**src/rtl/hin_pipe_pkg.sv**
```systemverilog
package hin_pipe_pkg;
  typedef logic [7:0] hin_byte_t;

  // next index in a ring of n entries
  function automatic int unsigned ring_next(int unsigned idx, int unsigned n);
    return (idx + 1 >= n) ? 0 : idx + 1;
  endfunction
endpackage

```
**src/rtl/hin_req_ctl.sv**
```systemverilog
module hin_req_ctl #(
  parameter int REQ_W = 8
) (
  input  logic             clk,
  input  logic             rst_n,
  input  logic             freeze_set,
  input  logic             freeze_clr,
  input  logic             req_endless,
  input  logic [REQ_W-1:0] req_count,
  input  logic             tok_ack,
  input  logic             bank_free,
  input  logic             pkt_done,
  output logic             tok_req,
  output logic             frozen,
  output logic             pkt_ready
);
  logic             frozen_q, frozen_d;
  logic             outst_q, outst_d;
  logic [REQ_W-1:0] remain_q, remain_d;
  logic             hs, last_req, reload;

  always_comb begin
    tok_req  = !frozen_q && !outst_q && bank_free;
    hs       = tok_req && tok_ack;
    last_req = hs && !req_endless && (remain_q == '0);
    reload   = frozen_q && freeze_clr && !freeze_set;

    frozen_d = frozen_q;
    if (freeze_set)      frozen_d = 1'b1;
    else if (freeze_clr) frozen_d = 1'b0;
    else if (last_req)   frozen_d = 1'b1;

    remain_d = remain_q;
    if (reload)                                        remain_d = req_count;
    else if (hs && !req_endless && remain_q != '0)     remain_d = remain_q - 1'b1;

    outst_d = outst_q;
    if (hs)            outst_d = 1'b1;
    else if (pkt_done) outst_d = 1'b0;
  end

  always_ff @(posedge clk or negedge rst_n) begin
    if (!rst_n) begin
      frozen_q <= 1'b1;
      outst_q  <= 1'b0;
      remain_q <= '0;
    end else begin
      frozen_q <= frozen_d;
      outst_q  <= outst_d;
      remain_q <= remain_d;
    end
  end

  assign frozen    = frozen_q;
  assign pkt_ready = outst_q;


  counted_stop_chk: assert property (@(posedge clk) disable iff (!rst_n)
    last_req && !freeze_clr |=> frozen_q);


  endless_keep_chk: assert property (@(posedge clk) disable iff (!rst_n)
    hs && req_endless && !freeze_set |=> !frozen_q);
endmodule

```
**src/rtl/hin_bank_store.sv**
```systemverilog
module hin_bank_store
  import hin_pipe_pkg::*;
#(
  parameter int NUM_BANKS  = 2,
  parameter int BANK_BYTES = 64
) (
  input  logic      clk,
  input  logic      rst_n,
  input  logic      wr_valid,
  input  hin_byte_t wr_data,
  input  logic      wr_last,
  input  logic      rel_go,
  input  logic      rd_en,
  output hin_byte_t rd_data,
  output logic      rd_allowed,
  output logic      cur_full,
  output logic      wr_free,
  output logic      cur_fill_evt
);
  localparam int BANK_W = (NUM_BANKS > 1) ? $clog2(NUM_BANKS) : 1;
  localparam int ADDR_W = (BANK_BYTES > 1) ? $clog2(BANK_BYTES) : 1;
  localparam int CNT_W  = $clog2(BANK_BYTES + 1);

  hin_byte_t              mem_q [NUM_BANKS][BANK_BYTES];
  logic [CNT_W-1:0]       cnt_q [NUM_BANKS];
  logic [NUM_BANKS-1:0]   full_q, full_d;
  logic [BANK_W-1:0]      cur_q, cur_d, wr_bank_q, wr_bank_d;
  logic [CNT_W-1:0]       wr_ptr_q, wr_ptr_d, rd_ptr_q, rd_ptr_d, wr_len;
  logic                   wr_end, wr_keep, rd_step;

  always_comb begin
    wr_end  = wr_valid && wr_last;
    wr_keep = wr_valid && (wr_ptr_q < CNT_W'(BANK_BYTES));
    wr_len  = wr_keep ? wr_ptr_q + 1'b1 : wr_ptr_q;

    full_d = full_q;
    if (rel_go) full_d[cur_q]     = 1'b0;
    if (wr_end) full_d[wr_bank_q] = 1'b1;

    cur_d     = rel_go ? BANK_W'(ring_next(32'(cur_q), NUM_BANKS)) : cur_q;
    wr_bank_d = wr_end ? BANK_W'(ring_next(32'(wr_bank_q), NUM_BANKS)) : wr_bank_q;

    // the bank under the read port turns full: by arrival or by moving on
    cur_fill_evt = full_d[cur_d] && (rel_go || !full_q[cur_q]);

    cur_full   = full_q[cur_q];
    rd_allowed = cur_full && (rd_ptr_q < cnt_q[cur_q]);
    rd_step    = rd_en && rd_allowed;
    rd_data    = mem_q[cur_q][rd_ptr_q[ADDR_W-1:0]];
    wr_free    = !full_q[wr_bank_q];

    wr_ptr_d = wr_ptr_q;
    if (wr_end)       wr_ptr_d = '0;
    else if (wr_keep) wr_ptr_d = wr_ptr_q + 1'b1;

    rd_ptr_d = rd_ptr_q;
    if (rel_go)       rd_ptr_d = '0;
    else if (rd_step) rd_ptr_d = rd_ptr_q + 1'b1;
  end

  always_ff @(posedge clk or negedge rst_n) begin
    if (!rst_n) begin
      full_q    <= '0;
      cur_q     <= '0;
      wr_bank_q <= '0;
      wr_ptr_q  <= '0;
      rd_ptr_q  <= '0;
    end else begin
      full_q    <= full_d;
      cur_q     <= cur_d;
      wr_bank_q <= wr_bank_d;
      wr_ptr_q  <= wr_ptr_d;
      rd_ptr_q  <= rd_ptr_d;
    end
  end

  always_ff @(posedge clk) begin
    if (wr_keep) mem_q[wr_bank_q][wr_ptr_q[ADDR_W-1:0]] <= wr_data;
    for (int b = 0; b < NUM_BANKS; b++) begin
      if (wr_end && wr_bank_q == BANK_W'(b)) cnt_q[b] <= wr_len;
    end
  end


  fill_free_chk: assert property (@(posedge clk) disable iff (!rst_n)
    wr_valid |-> !full_q[wr_bank_q]);


  rd_end_chk: assert property (@(posedge clk) disable iff (!rst_n)
    rd_step && (rd_ptr_q + 1'b1 == cnt_q[cur_q]) && !rel_go |=> cur_full && !rd_allowed);


  rd_restart_chk: assert property (@(posedge clk) disable iff (!rst_n)
    rel_go |=> rd_ptr_q == '0);
endmodule

```
**src/rtl/hin_pipe_ctrl.sv**
```systemverilog
module hin_pipe_ctrl
  import hin_pipe_pkg::*;
#(
  parameter int NUM_BANKS  = 2,
  parameter int BANK_BYTES = 64,
  parameter int REQ_W      = 8
) (
  input  logic             clk,
  input  logic             rst_n,
  input  logic             freeze_set,
  input  logic             freeze_clr,
  input  logic             req_endless,
  input  logic [REQ_W-1:0] req_count,
  input  logic             irq_en,
  input  logic             irq_ack,
  input  logic             bank_release,
  output logic             tok_req,
  input  logic             tok_ack,
  input  logic             pkt_valid,
  input  logic [7:0]       pkt_data,
  input  logic             pkt_last,
  output logic             pkt_ready,
  input  logic             rd_en,
  output logic [7:0]       rd_data,
  output logic             rd_allowed,
  output logic             frozen,
  output logic             rx_flag,
  output logic             fifo_ctl,
  output logic             irq
);
  logic rx_q, rx_d;
  logic cur_full, wr_free, fill_evt, rel_go, wr_valid;

  assign wr_valid = pkt_valid && pkt_ready;
  assign rel_go   = bank_release && !rx_q && cur_full;

  hin_req_ctl #(.REQ_W(REQ_W)) u_req (
    .clk        (clk),
    .rst_n      (rst_n),
    .freeze_set (freeze_set),
    .freeze_clr (freeze_clr),
    .req_endless(req_endless),
    .req_count  (req_count),
    .tok_ack    (tok_ack),
    .bank_free  (wr_free),
    .pkt_done   (wr_valid && pkt_last),
    .tok_req    (tok_req),
    .frozen     (frozen),
    .pkt_ready  (pkt_ready)
  );

  hin_bank_store #(.NUM_BANKS(NUM_BANKS), .BANK_BYTES(BANK_BYTES)) u_store (
    .clk         (clk),
    .rst_n       (rst_n),
    .wr_valid    (wr_valid),
    .wr_data     (pkt_data),
    .wr_last     (pkt_last),
    .rel_go      (rel_go),
    .rd_en       (rd_en),
    .rd_data     (rd_data),
    .rd_allowed  (rd_allowed),
    .cur_full    (cur_full),
    .wr_free     (wr_free),
    .cur_fill_evt(fill_evt)
  );

  always_comb begin
    rx_d = rx_q;
    if (fill_evt)     rx_d = 1'b1;
    else if (irq_ack) rx_d = 1'b0;
  end

  always_ff @(posedge clk or negedge rst_n) begin
    if (!rst_n) rx_q <= 1'b0;
    else        rx_q <= rx_d;
  end

  assign rx_flag  = rx_q;
  assign fifo_ctl = cur_full;
  assign irq      = rx_q && irq_en;


  rx_with_ctl_chk: assert property (@(posedge clk) disable iff (!rst_n)
    $rose(rx_q) |-> cur_full);


  early_release_chk: assert property (@(posedge clk) disable iff (!rst_n)
    bank_release && rx_q |=> cur_full && $stable(rd_data));


  ack_clear_chk: assert property (@(posedge clk) disable iff (!rst_n)
    irq_ack && !fill_evt |=> !rx_q);
endmodule

```
**config.mk**
```make
export PLATFORM = sky130hd
export DESIGN_NAME = hin_pipe_ctrl
export DESIGN_NICKNAME = d
export VERILOG_FILES = /design/src/rtl/hin_pipe_pkg.sv /design/src/rtl/hin_req_ctl.sv /design/src/rtl/hin_bank_store.sv /design/src/rtl/hin_pipe_ctrl.sv
export SDC_FILE = /design/constraint.sdc
export NUM_CORES = 1
export LEC_CHECK = 0
export ABC_CLOCK_PERIOD_IN_PS = 3600
export BUFFER_PORTS_ARGS = -buffer_cell sky130_fd_sc_hd__buf_2
export CAP_MARGIN = 20
export CORE_ASPECT_RATIO = 0.7
export CORE_MARGIN = 2
export CORE_UTILIZATION = 40
export DETAILED_ROUTE_END_ITERATION = 6
export GPL_TIMING_DRIVEN = 0
export PLACE_DENSITY_LB_ADDON = 0.2
export REMOVE_ABC_BUFFERS = 1
export SLEW_MARGIN = 20
export SYNTH_ARGS = -nofsm -noshare
export SYNTH_HDL_FRONTEND = slang
export SYNTH_SLANG_ARGS = --single-unit
```
**constraint.sdc**
```tcl
create_clock -name clk -period 3.6 [get_ports clk]
set_clock_uncertainty 0.15 [all_clocks]
set_input_delay 0.18 -clock clk [delete_from_list [all_inputs] [get_ports clk]]
set_output_delay 0.18 -clock clk [all_outputs]
set_load 0.005 [all_outputs]
```
==> results_dict.tcl, run 1 <==
set metrics [dict create \
    end_kind "primary output" \
    layout_commonest_cell "edfxtp_1" \
    cts_tree "yes" \
    cp_data_required_time_ns 3.27 \
    netlist_area_um2 42170 \
    status "finished, violations left" \
    drt_iter0_drc 2853 \
    io_buffers 42 \
    filler_cell_count 8534 \
    crit_chain "buf_16, inv_16, buf_16, mux4_2, a311o_1, o32a_1, buf_2" \
    slew_violations 0 \
    drcViolationCount 0 \
    hold_path.class "in -> reg" \
    diodes 0 \
    pwr-share-comb_pct 31.3 \
    routed_via_density 5.774 \
    dominantRegCellSynth "edfxtp_1" \
    critical_path.max_stage_delay_ns 0.68 \
    finalWorstSetupSlack_ns -0.3238 \
    dp_hpwl_mm 65.18 \
    grt_max_degree 97 \
    slew_headroom_pct 19.85 \
    cts.sink_count 1067 \
    grt_pass1_vias 21790 \
    worst_pin_slew_ns 1.199 \
    p_per_area_nw_per_um2 714.0 \
    netlist_instances 2140 \
    hold_end "u_req.frozen" \
    sw_frac_of_total_pct 30.24 \
    timing.fmax_ghz 0.2549 \
    synth_top_cell_area_share_pct 73.92 \
    final_cell_mix "edfxtp_1, mux4_2, nor2_1" \
    switching_power_mw 10.80 \
    grt.total_usage_pct 20.73 \
    grt_overflow 0 \
    synth.distinct_cells 67 \
    cap_violations 0 \
    p_leak_nw 16.25 \
    antenna_found_initial 5 \
    crit_fanout 25 \
    synth-seq-cells 1067 \
    layout_min_cycle_time_ns 3.924 \
    first_pass_iters 7 \
    ys_seq_area_share_pct 75.64 \
    clk_pin_slew_ns 0.06 \
    htree_levels 3 \
    critical_path.slowest_cell "mux4_2" \
    p_seq_share_pct 39.4 \
    die_w_um 392.1 \
    start_kind "flop" \
    ff2ff_path_depth 4 \
    arrival_ns 3.59 \
    core_area_um2 104300 \
    utilization_pct 47.97 \
    path_depth 7 \
    wl_per_cell_um 29.44 \
    grt_pass1_wl_mm 158.6 \
    hp-start "freeze_set" \
    vias 22030 \
    r2r-end "u_store.mem_q[0][10]" \
    final_antenna_net_count 0 \
    yosysWarnings 0 \
    finalHoldViolations 0 \
    setup_viol 8 \
    area.sequential_um2 31910 \
    routed_wl_mm 112.3 \
    critPathKind "reg -> out" \
    clockBufferDepth 3 \
    reg2reg_slack_ns 0.13 \
    setup_tns_ns -1.988 \
    r2r_start "u_req.pkt_ready" \
    clock_latency_ns 0.70 \
    synth_area_leaders "edfxtp_1, mux4_2, mux2i_1, dfrtp_1, nor2_1" \
    root_buffer "clkbuf_16" \
    worst-path-buf-inv 4 \
    finalCritPeriodShare_pct 109.0 \
    layout.nets 2359 \
    synth_edf_count 1038 \
    rows 99 \
    gp_congestion 0.7898 \
    die_h_um 275.7 \
    dieArea_um2 108100 \
    drive_above_1_share_pct 26.78 \
    synthArstFlopShare_pct 2.718 \
    timing.critical_path.mode_cell "buf_16" \
    crit_family "buffers and inverters" \
    clkPwrFrac_pct 29.3 \
    holdWs_ns 0.1043 \
    power_mw 35.72 \
    multi_input_area_um2 10370 \
    rsz0062_at_grt "true" \
    ir_drop_mv 0.3858 \
    cell_internal_pwr_mw 24.92 \
    synth_top_area_cell "edfxtp_1" \
    pin_count 43 \
    violations "setup timing" \
    synthToLayoutAreaGrowth_pct 18.64 \
    synth.avg_cell_area_um2 19.70 \
    numCtsBuffers 99 \
    hold_depth 3 \
    pre_cts_slack_ns -1.142 \
    start_util_pct 40.43 \
]
## how the worst max path moves through the flow
stage	start	slack [ns]	endpoint
floorplan	u_store.cur_q	-10.15	u_store.rd_ptr_q[3]
global placement	u_store.cur_q	-17.99	rx_flag
detailed placement	u_store.cur_q	-1.14	rd_data[6]
CTS	u_store.cur_q	-0.43	rd_data[2]
global route	u_store.cur_q	-0.41	rd_data[2]
finish	u_store.rd_ptr_q[2]	-0.32	rd_data[2]
## layer usage
metal	vias up	wire length [um]	GRT usage, %
met5	-	11	0
met4	2	1989	4.160
met3	133	10420	4.521
met2	987	48600	29.87
met1	11750	51280	32.39
li1	9162	-	-
## sequential cells by signal (all words and copies together) (netlist names)
name               count
u_store.rd_ptr_q       7
u_store.wr_ptr_q       7
u_req.frozen           1
u_store.mem_q       1024
u_store.wr_bank_q      1
rx_flag                1
u_req.pkt_ready        1
u_store.cnt_q         14
u_store.full_q         2
u_req.remain_q         8
u_store.cur_q          1
## cell usage after synthesis, types with 5 or more instances
| cell type | count |
|---|---|
| o22ai_1 | 12 |
| mux4_2 | 211 |
| nand3_1 | 23 |
| ha_1 | 10 |
| o21ai_0 | 12 |
| mux2_2 | 8 |
| buf_1 | 13 |
| buf_6 | 15 |
| nor4_1 | 8 |
| and2_1 | 12 |
| nand2b_1 | 6 |
| edfxtp_1 | 1038 |
| buf_2 | 25 |
| o311ai_0 | 5 |
| a221oi_1 | 27 |
| nor2b_1 | 13 |
| xnor2_1 | 9 |
| a211oi_1 | 6 |
| nand2_1 | 113 |
| o21ai_1 | 7 |
| a22oi_1 | 12 |
| a21oi_1 | 32 |
| mux2i_1 | 142 |
| clkbuf_1 | 45 |
| o221ai_1 | 30 |
| nor2_1 | 161 |
| nor3_1 | 14 |
| dfrtp_1 | 28 |
| buf_4 | 12 |
| inv_1 | 14 |
| buf_8 | 7 |
| a31oi_1 | 7 |
## worst reg2reg max path, delay by kind of cell (launching register included)
| kind | cells | cell delay [ns] |
|---|---|---|
| AND/OR/NAND/NOR | 4 | 2.48 |
| flip-flops | 1 | 0.47 |
## cell type report
type	instances	area share (%)
repair buffers	196	5.442
flip-flops and latches	1067	63.79
multi-input cells	943	20.72
well taps	1414	3.536
inverters	14	0.1526
clock inverters	48	0.8528
clock buffers	133	5.502
## cells by family after synthesis
kind of cell / Yosys count / share of synthesized area [%]
flops: 1067 / 75.64
xor+xnor: 13 / 0.2700
compound gates: 186 / 3.246
buf+inv: 132 / 1.849
mux: 362 / 14.88
simple gates: 370 / 3.816
fa+ha+maj: 10 / 0.2967
## metrics by stage
step	cell area, um^2	cells
CTS	49240	3785
detailed placement	44370	3511
global placement	43420	3478
global route	50030	3815
finish	50030	3815
floorplan	41440	2022
## power groups by stage
stage | registers (mW) | clock network, mW | logic [mW]
after floorplan | 14.7 | 0 | 3.73
after global placement | 14.9 | 0 | 5.18
after detailed placement | 14.5 | 0 | 8.43
after CTS | 14.0 | 10.6 | 10.4
after global routing | 14.1 | 11.1 | 11.7
final | 14.1 | 10.5 | 11.2
## repair_timing
action                                  CTS  global route
setup buffers                            39            24
endpoints found under the setup margin   81            82
gates resized for setup                 104            87
gates cloned                             14             6
pin swaps                                20            34
endpoints found under the hold margin   402             0
hold buffers                             40             0
Note: power is estimated with default switching activity, not from simulation.
==> run 2: changes to the inputs <==
Settings changed: PLACE_DENSITY_LB_ADDON 0.2 to 0.25.
==> results_dict.tcl, run 2 (synthesis results as in run 1) <==
set metrics [dict create \
    status "finished, violations left" \
    violations "setup timing" \
    grt_pass1_wl_mm 155.1 \
    synthToLayoutAreaGrowth_pct 16.97 \
    first_pass_iters 6 \
    die_h_um 275.7 \
    core_area_um2 104300 \
    hold_path.class "in -> reg" \
    startpoint "u_store.cur_q" \
    die_w_um 392.1 \
    reg2reg_slack_ns 0.14 \
    drive_above_1_share_pct 25.09 \
    grt_overflow 0 \
    grt_pass1_vias 21460 \
    place_inst 3515 \
    pin_count 43 \
    routed_via_density 5.740 \
    htree_levels 3 \
    rsz0062_at_grt "true" \
    grt_max_degree 101 \
    clockBufferDepth 3 \
    cts.sink_count 1067 \
    cap_violations 0 \
    setup_viol 8 \
    wl_per_cell_um 28.70 \
    layout.nets 2339 \
    ir_drop_mv 0.4754 \
    root_buffer "clkbuf_16" \
    start_util_pct 40.43 \
    utilization_pct 47.29 \
    pre_cts_slack_ns -1.546 \
    r2r-end "u_store.mem_q[1][327]" \
    diodes 0 \
    timing.fmax_ghz 0.2392 \
    gp_congestion 0.7865 \
    antenna_found_initial 4 \
    slew_violations 0 \
    power_mw 34.58 \
    crit_fanout 6 \
    dp_hpwl_mm 65.39 \
    hp-start "freeze_set" \
    start_kind "flop" \
    rows 99 \
    end_kind "primary output" \
    p_leak_nw 16.00 \
    drt_iter0_drc 2617 \
    filler_cell_count 8678 \
    vias 21770 \
    final_cell_mix "edfxtp_1, mux4_2, nor2_1" \
    final_cells 3793 \
    slew_headroom_pct 25.93 \
    arrival_ns 3.85 \
    worst_pin_slew_ns 1.106 \
    hold_depth 3 \
    setup_tns_ns -3.806 \
    cp_data_required_time_ns 3.27 \
    hold_end "u_req.frozen" \
    finalHoldViolations 0 \
    final_antenna_net_count 0 \
    critPathKind "reg -> out" \
    finalCritPeriodShare_pct 116.1 \
    cts_tree "yes" \
    layout_commonest_cell "edfxtp_1" \
    clock_latency_ns 0.68 \
    drcViolationCount 0 \
    finalWorstSetupSlack_ns -0.5807 \
    numCtsBuffers 96 \
    clk_pin_slew_ns 0.07 \
    dieArea_um2 108100 \
    largest_reg_flops 1024 \
    r2r_start "u_store.wr_bank_q" \
    grt.total_usage_pct 20.23 \
    layout_min_cycle_time_ns 4.181 \
    p_per_area_nw_per_um2 701.1 \
    routed_wl_mm 108.9 \
    ff2ff_path_depth 4 \
    io_buffers 42 \
]
run 2: changes by cell type in the layout (fill, tap and decap cells not counted), sizes merged:
| cell | previous run | this run |
|---|---|---|
| buf | 144 | 138 |
| clkinv | 36 | 42 |
| inv | 15 | 17 |
| bufbuf | 7 | 6 |
| clkbuf | 139 | 118 |
| dlygate4sd3 | 39 | 36 |
| nand3 | 24 | 23 |
| bufinv | 8 | 10 |
run 2: through the flow:
step                      instance area (um^2)  hold slack (ns)
after floorplan                          41440          -0.2656
final                                    49320           0.1313
after global routing                     49320           0.1182
after global placement                   43420           0.1044
after detailed placement                 44440           0.1048
after CTS                                48970          0.07096
run 2: critical path, cell delays in order (launching register included):
cell	delay, ns
dfrtp_4	0.51
buf_16	0.15
buf_16	0.12
buf_16	0.12
buf_16	0.14
buf_16	0.14
buf_12	0.14
mux4_2	0.47
o22ai_2	0.10
or4_1	0.47
o211ai_1	0.12
a31oi_1	0.08
o21ai_2	0.38
buf_2	0.19
run 2: cell type report:
cell class | count | area, um^2 | area share, %
Sequential cell | 1067 | 31910 | 64.70
Tap cell | 1414 | 1769 | 3.587
Inverter | 14 | 65.06 | 0.1319
Clock buffer | 118 | 2591 | 5.253
Multi-Input combinational cell | 942 | 10090 | 20.46
Clock inverter | 58 | 533.0 | 1.081
Timing Repair Buffer | 180 | 2360 | 4.784
run 2: metal layers:
metal / part of all wire (%) / wire, um / track usage (%)
met5: 0.019 / 21 / 0
met4: 1.8 / 1905 / 4.089
met3: 9.7 / 10560 / 6.215
met2: 43 / 46930 / 28.87
met1: 45 / 49430 / 30.59
run 2: worst max-delay path by stage:
stage	to	slack, ns	cells after the start
2_1_floorplan	u_store.rd_ptr_q[3]	-10.15	5
3_3_place_gp	rx_flag	-17.55	6
3_5_place_dp	rd_data[1]	-1.55	13
4_1_cts	rd_data[2]	-0.65	12
5_1_grt	rd_data[0]	-0.63	13
6_report	rd_data[0]	-0.58	13
run 2: report_power, final:
group	total, mW	internal, mW	switching [mW]
Sequential	14.1	13.8	0.228
Clock	10.3	5.82	4.51
Combinational	10.2	4.65	5.54
Total	34.6	24.3	10.3
run 2: repair_timing:
item                                    CTS  global route
endpoints found under the setup margin   25            74
resized for setup                        92            27
pin swaps                                21            11
hold endpoints to repair                366             0
hold buffers                             37             0
cloned                                   12             0
setup buffers                            27            27
